$ cat config.mk
export PLATFORM = sky130hd
export DESIGN_NAME = victim_swap_buf
export DESIGN_NICKNAME = d
export VERILOG_FILES = /design/src/rtl/victim_swap_buf.sv
export SDC_FILE = /design/constraint.sdc
export NUM_CORES = 1
export LEC_CHECK = 0
export ABC_AREA = 1
export BUFFER_PORTS_ARGS = -buffer_cell sky130_fd_sc_hd__buf_2
export CAP_MARGIN = 20
export CORE_MARGIN = 2
export CORE_UTILIZATION = 39
export CTS_BUF_LIST = sky130_fd_sc_hd__clkbuf_4 sky130_fd_sc_hd__clkbuf_8 sky130_fd_sc_hd__clkbuf_16
export DETAILED_ROUTE_END_ITERATION = 12
export PLACE_DENSITY = 0.55
export SKIP_LAST_GASP = 1
export SLEW_MARGIN = 20
export SYNTH_ARGS = -nofsm -noshare
export SYNTH_HDL_FRONTEND = slang
export SYNTH_SLANG_ARGS = --single-unit
$ cat constraint.sdc
create_clock -name clk -period 3.54 [get_ports clk]
set_clock_uncertainty 0.05 [all_clocks]
set_input_delay 0.708 -clock clk [delete_from_list [all_inputs] [get_ports clk]]
set_output_delay 0.708 -clock clk [all_outputs]
set_load 0.01 [all_outputs]
$ cat src/rtl/victim_swap_buf.sv
module victim_swap_buf #(
  parameter int ENTRIES = 4,
  parameter int TAG_W   = 24,
  parameter int CNT_W   = 16
) (
  input  logic             clk,
  input  logic             rst_n,
  input  logic             en,
  input  logic             req_valid,
  output logic             req_ready,
  input  logic [TAG_W-1:0] req_x_tag,
  input  logic [TAG_W-1:0] req_v_tag,
  input  logic             req_v_dirty,
  output logic             rsp_valid,
  output logic             rsp_hit,
  output logic             rsp_x_dirty,
  output logic             wb_valid,
  input  logic             wb_ready,
  output logic [TAG_W-1:0] wb_tag,
  output logic [CNT_W-1:0] swap_req_count,
  output logic [CNT_W-1:0] swap_count
);
  localparam int N  = (ENTRIES > 0) ? ENTRIES : 1;
  localparam int AW = (N > 1) ? $clog2(N) : 1;
  localparam bit ON = (ENTRIES > 0);
  localparam logic [AW-1:0] OLDEST = AW'(N - 1);

  logic [N-1:0]    ent_v, ent_d;
  logic [TAG_W-1:0] ent_t [N];
  logic [AW-1:0]   ent_age [N];

  logic            wb_pend;
  logic [AW-1:0]   held_idx;
  logic [TAG_W-1:0] held_tag;
  logic            held_dirty;

  logic [N-1:0]    match;
  logic            hit, any_free;
  logic [AW-1:0]   hit_idx, free_idx, lru_idx, slot;
  logic            accept, act, do_wr;
  logic [AW-1:0]   wr_idx, ref_age;
  logic [TAG_W-1:0] wr_tag;
  logic            wr_dirty;

  assign req_ready = !wb_pend;
  assign wb_valid  = wb_pend;
  assign accept    = req_valid && !wb_pend;
  assign act       = accept && en && ON;

  always_comb begin
    hit_idx  = '0;
    free_idx = '0;
    lru_idx  = '0;
    any_free = 1'b0;
    for (int i = N - 1; i >= 0; i--) begin
      match[i] = ent_v[i] && (ent_t[i] == req_x_tag);
      if (match[i]) hit_idx = AW'(i);
      if (!ent_v[i]) begin
        free_idx = AW'(i);
        any_free = 1'b1;
      end
      if (ent_v[i] && ent_age[i] == OLDEST) lru_idx = AW'(i);
    end
    hit  = |match;
    slot = hit ? hit_idx : (any_free ? free_idx : lru_idx);
  end

  always_comb begin
    do_wr    = (act && (hit || any_free || !ent_d[lru_idx])) || (wb_pend && wb_ready);
    wr_idx   = wb_pend ? held_idx   : slot;
    wr_tag   = wb_pend ? held_tag   : req_v_tag;
    wr_dirty = wb_pend ? held_dirty : req_v_dirty;
    ref_age  = ent_v[wr_idx] ? ent_age[wr_idx] : OLDEST;
  end

  always_ff @(posedge clk) begin
    if (!rst_n) begin
      ent_v          <= '0;
      ent_d          <= '0;
      for (int i = 0; i < N; i++) begin
        ent_t[i]   <= '0;
        ent_age[i] <= '0;
      end
      wb_pend        <= 1'b0;
      held_idx       <= '0;
      held_tag       <= '0;
      held_dirty     <= 1'b0;
      wb_tag         <= '0;
      rsp_valid      <= 1'b0;
      rsp_hit        <= 1'b0;
      rsp_x_dirty    <= 1'b0;
      swap_req_count <= '0;
      swap_count     <= '0;
    end else begin
      rsp_valid <= 1'b0;
      if (accept && !act) begin
        rsp_valid   <= 1'b1;
        rsp_hit     <= 1'b0;
        rsp_x_dirty <= 1'b0;
      end
      if (act) begin
        swap_req_count <= swap_req_count + 1'b1;
        if (hit) begin
          swap_count  <= swap_count + 1'b1;
          rsp_valid   <= 1'b1;
          rsp_hit     <= 1'b1;
          rsp_x_dirty <= ent_d[hit_idx];
        end else if (!any_free && ent_d[lru_idx]) begin
          wb_pend    <= 1'b1;
          wb_tag     <= ent_t[lru_idx];
          held_idx   <= lru_idx;
          held_tag   <= req_v_tag;
          held_dirty <= req_v_dirty;
        end else begin
          rsp_valid   <= 1'b1;
          rsp_hit     <= 1'b0;
          rsp_x_dirty <= 1'b0;
        end
      end
      if (wb_pend && wb_ready) begin
        wb_pend     <= 1'b0;
        rsp_valid   <= 1'b1;
        rsp_hit     <= 1'b0;
        rsp_x_dirty <= 1'b0;
      end
      if (do_wr) begin
        for (int i = 0; i < N; i++) begin
          if (AW'(i) == wr_idx) begin
            ent_v[i]   <= 1'b1;
            ent_d[i]   <= wr_dirty;
            ent_t[i]   <= wr_tag;
            ent_age[i] <= '0;
          end else if (ent_v[i] && ent_age[i] < ref_age) begin
            ent_age[i] <= ent_age[i] + 1'b1;
          end
        end
      end
    end
  end

  AST_REQ_WHEN_READY: assert property (@(posedge clk) disable iff (!rst_n)
    req_valid |-> req_ready);
  AST_UNIQUE_MATCH: assert property (@(posedge clk) disable iff (!rst_n)
    req_valid |-> $onehot0(match));
  AST_RSP_PULSE: assert property (@(posedge clk) disable iff (!rst_n)
    rsp_valid |=> !rsp_valid);
  AST_WB_HOLD: assert property (@(posedge clk) disable iff (!rst_n)
    (wb_valid && !wb_ready) |=> (wb_valid && $stable(wb_tag)));
  AST_WB_THEN_RSP: assert property (@(posedge clk) disable iff (!rst_n)
    (wb_valid && wb_ready) |=> (rsp_valid && !rsp_hit && !wb_valid));
  AST_NO_RSP_IN_WB: assert property (@(posedge clk) disable iff (!rst_n)
    wb_valid |-> !rsp_valid);
  AST_OFF_MISS: assert property (@(posedge clk) disable iff (!rst_n)
    (req_valid && req_ready && !en) |=> (rsp_valid && !rsp_hit && !wb_valid && $stable(swap_req_count)));
  AST_HIT_COUNT: assert property (@(posedge clk) disable iff (!rst_n)
    (rsp_valid && rsp_hit) |-> (swap_count == $past(swap_count) + 1'b1));
  AST_SWAPS_LE_REQS: assert property (@(posedge clk) disable iff (!rst_n)
    swap_count <= swap_req_count);
endmodule

==> run_results.csv <==
group,metric,value,unit
cts,cts_sinks,199,
floorplanning,num_rows,62,
cts,clock_latency,0.46,ns
synthesis,synth_top_area_share,27.1,%
floorplanning,die_area,30900,um2
synthesis,synth_top_family_by_area,"simple AND/OR/NAND/NOR gates",
finish,diodes,0,
synthesis,synth_nets,1666,
placed_design,dp_cells,2071,
sta,drv_slew,0,
sta,maxSlewHeadroom,23.1,%
synthesis,ys.flop_type,"edfxtp_1",
synthesis,syn_inst,1606,
run_status,status,"finished clean",
power,powerDensity,399,nW/um2
power,power_frac_seq,48.5,%
global_routing,grt_first_pass_wirelength,58.8,mm
routing,ant_nets,0,
global_routing,grt_pass1_vias,9759,
routing,vias,10700,
finish,post-route-util,45.5,%
global_routing,grt_overflow,0,
global_routing,grtUsageTotal,25.6,%
sta,whs,0.403,ns
floorplanning,die_x,176,um
synthesis,ys_seq_elements,199,
cts,clockBufferDepth,2,
worst_setup_path,cp-start-kind,"register",
sta,finalCriticalPeriod,3.08,ns
sta,setup-violations-final,0,
finish,drive_above_1_share,17.0,%
floorplanning,core,28900,um2
min_path,hold_path_class,"reg -> reg",
placed_design,post-place-ws,0.138,ns
synthesis,yosys_warnings,0,
routing,drc,0,
routing,dr.pass1.iters,6,
synthesis,synth_edf_count,104,
worst_setup_path,worstSetupPathType,"reg -> reg",
synthesis,synthTopCellsByArea,"edfxtp_1, dfxtp_1, nand2_1",
routing,wl_per_cell,18.5,um
routing,routed_via_density,5.07,
cts,cts_resized,0,
finish,final_common_cell,"nand2_1",
cts,htree_levels,4,
synthesis,seq_area_frac_synth,43.7,%
synthesis,ys_types,50,
worst_setup_path,cp_slowest_stage_delay,0.43,ns
placed_design,dp_hpwl,29.6,mm
routing,drt-initial-drc-count,1083,
power,ir_worst_vdd,282,uV
placed_design,gp_congestion,1.05,
power,p_sw,0.00150,W
power,sw_frac_of_total,28.5,%
synthesis,synth-xor-area-share,1.22,%
worst_setup_path,crit_path_end_kind,"register",
worst_setup_path,cp_max_fo,24,
global_routing,grt_max_degree,87,
routing,wirelength,38.8,mm
power,power.leakage,5.92,nW
cts,cts_setup_buffers,0,
sta,final.setup.tns,0,ns
global_routing,grt_use_met2,37.8,%
sta,hold_viol,0,
cts,cts_tree,"built",
power,combPwrFrac,12.0,%
synthesis,synth_largest_area_cell,"edfxtp_1",
worst_setup_path,crit_slowest_cell,"edfxtp_1",
global_routing,use_met1,37.1,%
sta,fmax,325,MHz
finish,instances_no_fill,2103,
power,power_frac_clock,39.5,%
sta,worst_slack,0.460,ns
sta,worst_pin_slew,1.14,ns
cts,ctsHoldBuffers,0,
synthesis,muxShareOfSynthArea,0,%
synthesis,synth-adder-area-share,0.652,%
global_routing,use_met3,6.41,%
floorplanning,io_pins,115,
power,internal-power,0.00375,W
synthesis,avgSynthCellArea,7.17,um2
sta,rsz0062_at_grt,"false",
global_routing,top_usage_layer,"met2",
finish,synthToLayoutAreaGrowth,14.0,%
placed_design,io_buffers,114,
synthesis,netlist_area,11500,um2
synthesis,synth_compound_area_share,13.2,%
synthesis,synthSimpleGateAreaFrac,31.5,%
finish,nNetsFinal,1766,
worst_setup_path,crit_path_cell_trace,"inv_1 -> nand2_1 -> nand2_1 -> nand2_1 -> nor2_1 -> nand3_1 -> nor2_1 -> nor2_2 -> nand2_2 -> nand2_2 -> nand3_2 -> inv_2 -> nor2_4 -> nor2_1 -> inv_1 -> buf_12",
worst_setup_path,cp.required,3.64,ns
finish,mostFrequentLayoutCells,"nand2_1, nor2_1, inv_1",
cts,numCtsBuffers,17,
floorplanning,initial_core_util,39.9,%
synthesis,synthArstFlopShare,0,%
cts,cts.clk_slew.worst_paths,0.07,ns
sta,period_share,87.0,%
floorplanning,die_y,176,um
run,maxCapViolCount,0,
worst_setup_path,arrival,3.18,ns
cts,cts-root-buf,"clkbuf_16",
global_routing,antenna_found_initial,3,
-- registers in the layout, summed over array words and instances (netlist names), 2 cells and up --
name and flops:
ent_d 4, wb_tag 24, ent_v 4, swap_count 16
ent_t 96, held_idx 2, swap_req_count 16, held_tag 24
ent_age 8
-- path summary, 6_finish.rpt --
| path | cells after the start | to | startpoint | slack [ns] |
|---|---|---|---|---|
| hold reg to reg | 2 | held_tag[8]$_SDFFE_PN0P_ | held_tag[8]$_SDFFE_PN0P_ | 0.40 |
| setup / recovery | 16 | ent_t[3][12]$_SDFFCE_PN0P_ | ent_t[0][23]$_SDFFCE_PN0P_ | 0.46 |
| hold / removal | 2 | held_tag[8]$_SDFFE_PN0P_ | held_tag[8]$_SDFFE_PN0P_ | 0.40 |
| setup reg to reg | 16 | ent_t[3][12]$_SDFFCE_PN0P_ | ent_t[0][23]$_SDFFCE_PN0P_ | 0.46 |
-- synthesized netlist by cell type, drive strengths merged, types with 4 or more instances --
| master | count |
|---|---|
| ha | 6 |
| o21a | 4 |
| a21oi | 132 |
| nor2 | 241 |
| clkbuf | 37 |
| nor3 | 16 |
| buf | 17 |
| nand2 | 477 |
| nand4 | 20 |
| inv | 219 |
| edfxtp | 104 |
| dfxtp | 95 |
| nor4 | 4 |
| nand3 | 49 |
| o21ai | 151 |
| xnor2 | 14 |
-- worst max-delay path: cells and delay by family (launching register included) --
| family | cells | cell delay (ns) |
|---|---|---|
| buffers and inverters | 4 | 0.58 |
| flip-flops | 1 | 0.43 |
| AND/OR/NAND/NOR | 12 | 1.70 |
-- kinds of logic after synthesis --
logic type	Yosys count
AO/OA/AOI/OAI	296
flip-flops	199
XOR/XNOR	16
buffers and inverters	274
adder cells (fa/ha/maj)	6
AND/OR/NAND/NOR	815
-- routing by layer --
metal / up-vias / part of all wire, %
met5: - / 0.054
met4: 4 / 1.7
met3: 42 / 8.9
met2: 409 / 42
met1: 4870 / 47
li1: 5343 / -
-- power groups by stage --
stage          clock network (W)  logic, W  registers [W]
6_report                 0.00207  0.000631        0.00254
4_1_cts                  0.00212  0.000619        0.00254
3_5_place_dp                   0  0.000615        0.00259
3_3_place_gp                   0  0.000615        0.00259
5_1_grt                  0.00220  0.000691        0.00255
2_1_floorplan                  0  0.000377        0.00258
-- per-stage QoR --
step                      instance area, um2  total power (W)
after floorplan                        11500          0.00295
after global placement                 12500          0.00321
after detailed placement               12500          0.00321
after CTS                              13100          0.00528
after global routing                   13100          0.00544
final                                  13100          0.00524
-- layout make-up --
type	instances	area, um2
clock buffer	17	425
clock inverter	15	185
fill	2964	15700
inverter	220	842
multi-input combinational	1133	5360
sequential	199	5030
tap	384	480
timing repair buffer	135	803
Note: power is estimated with default switching activity, not from simulation.
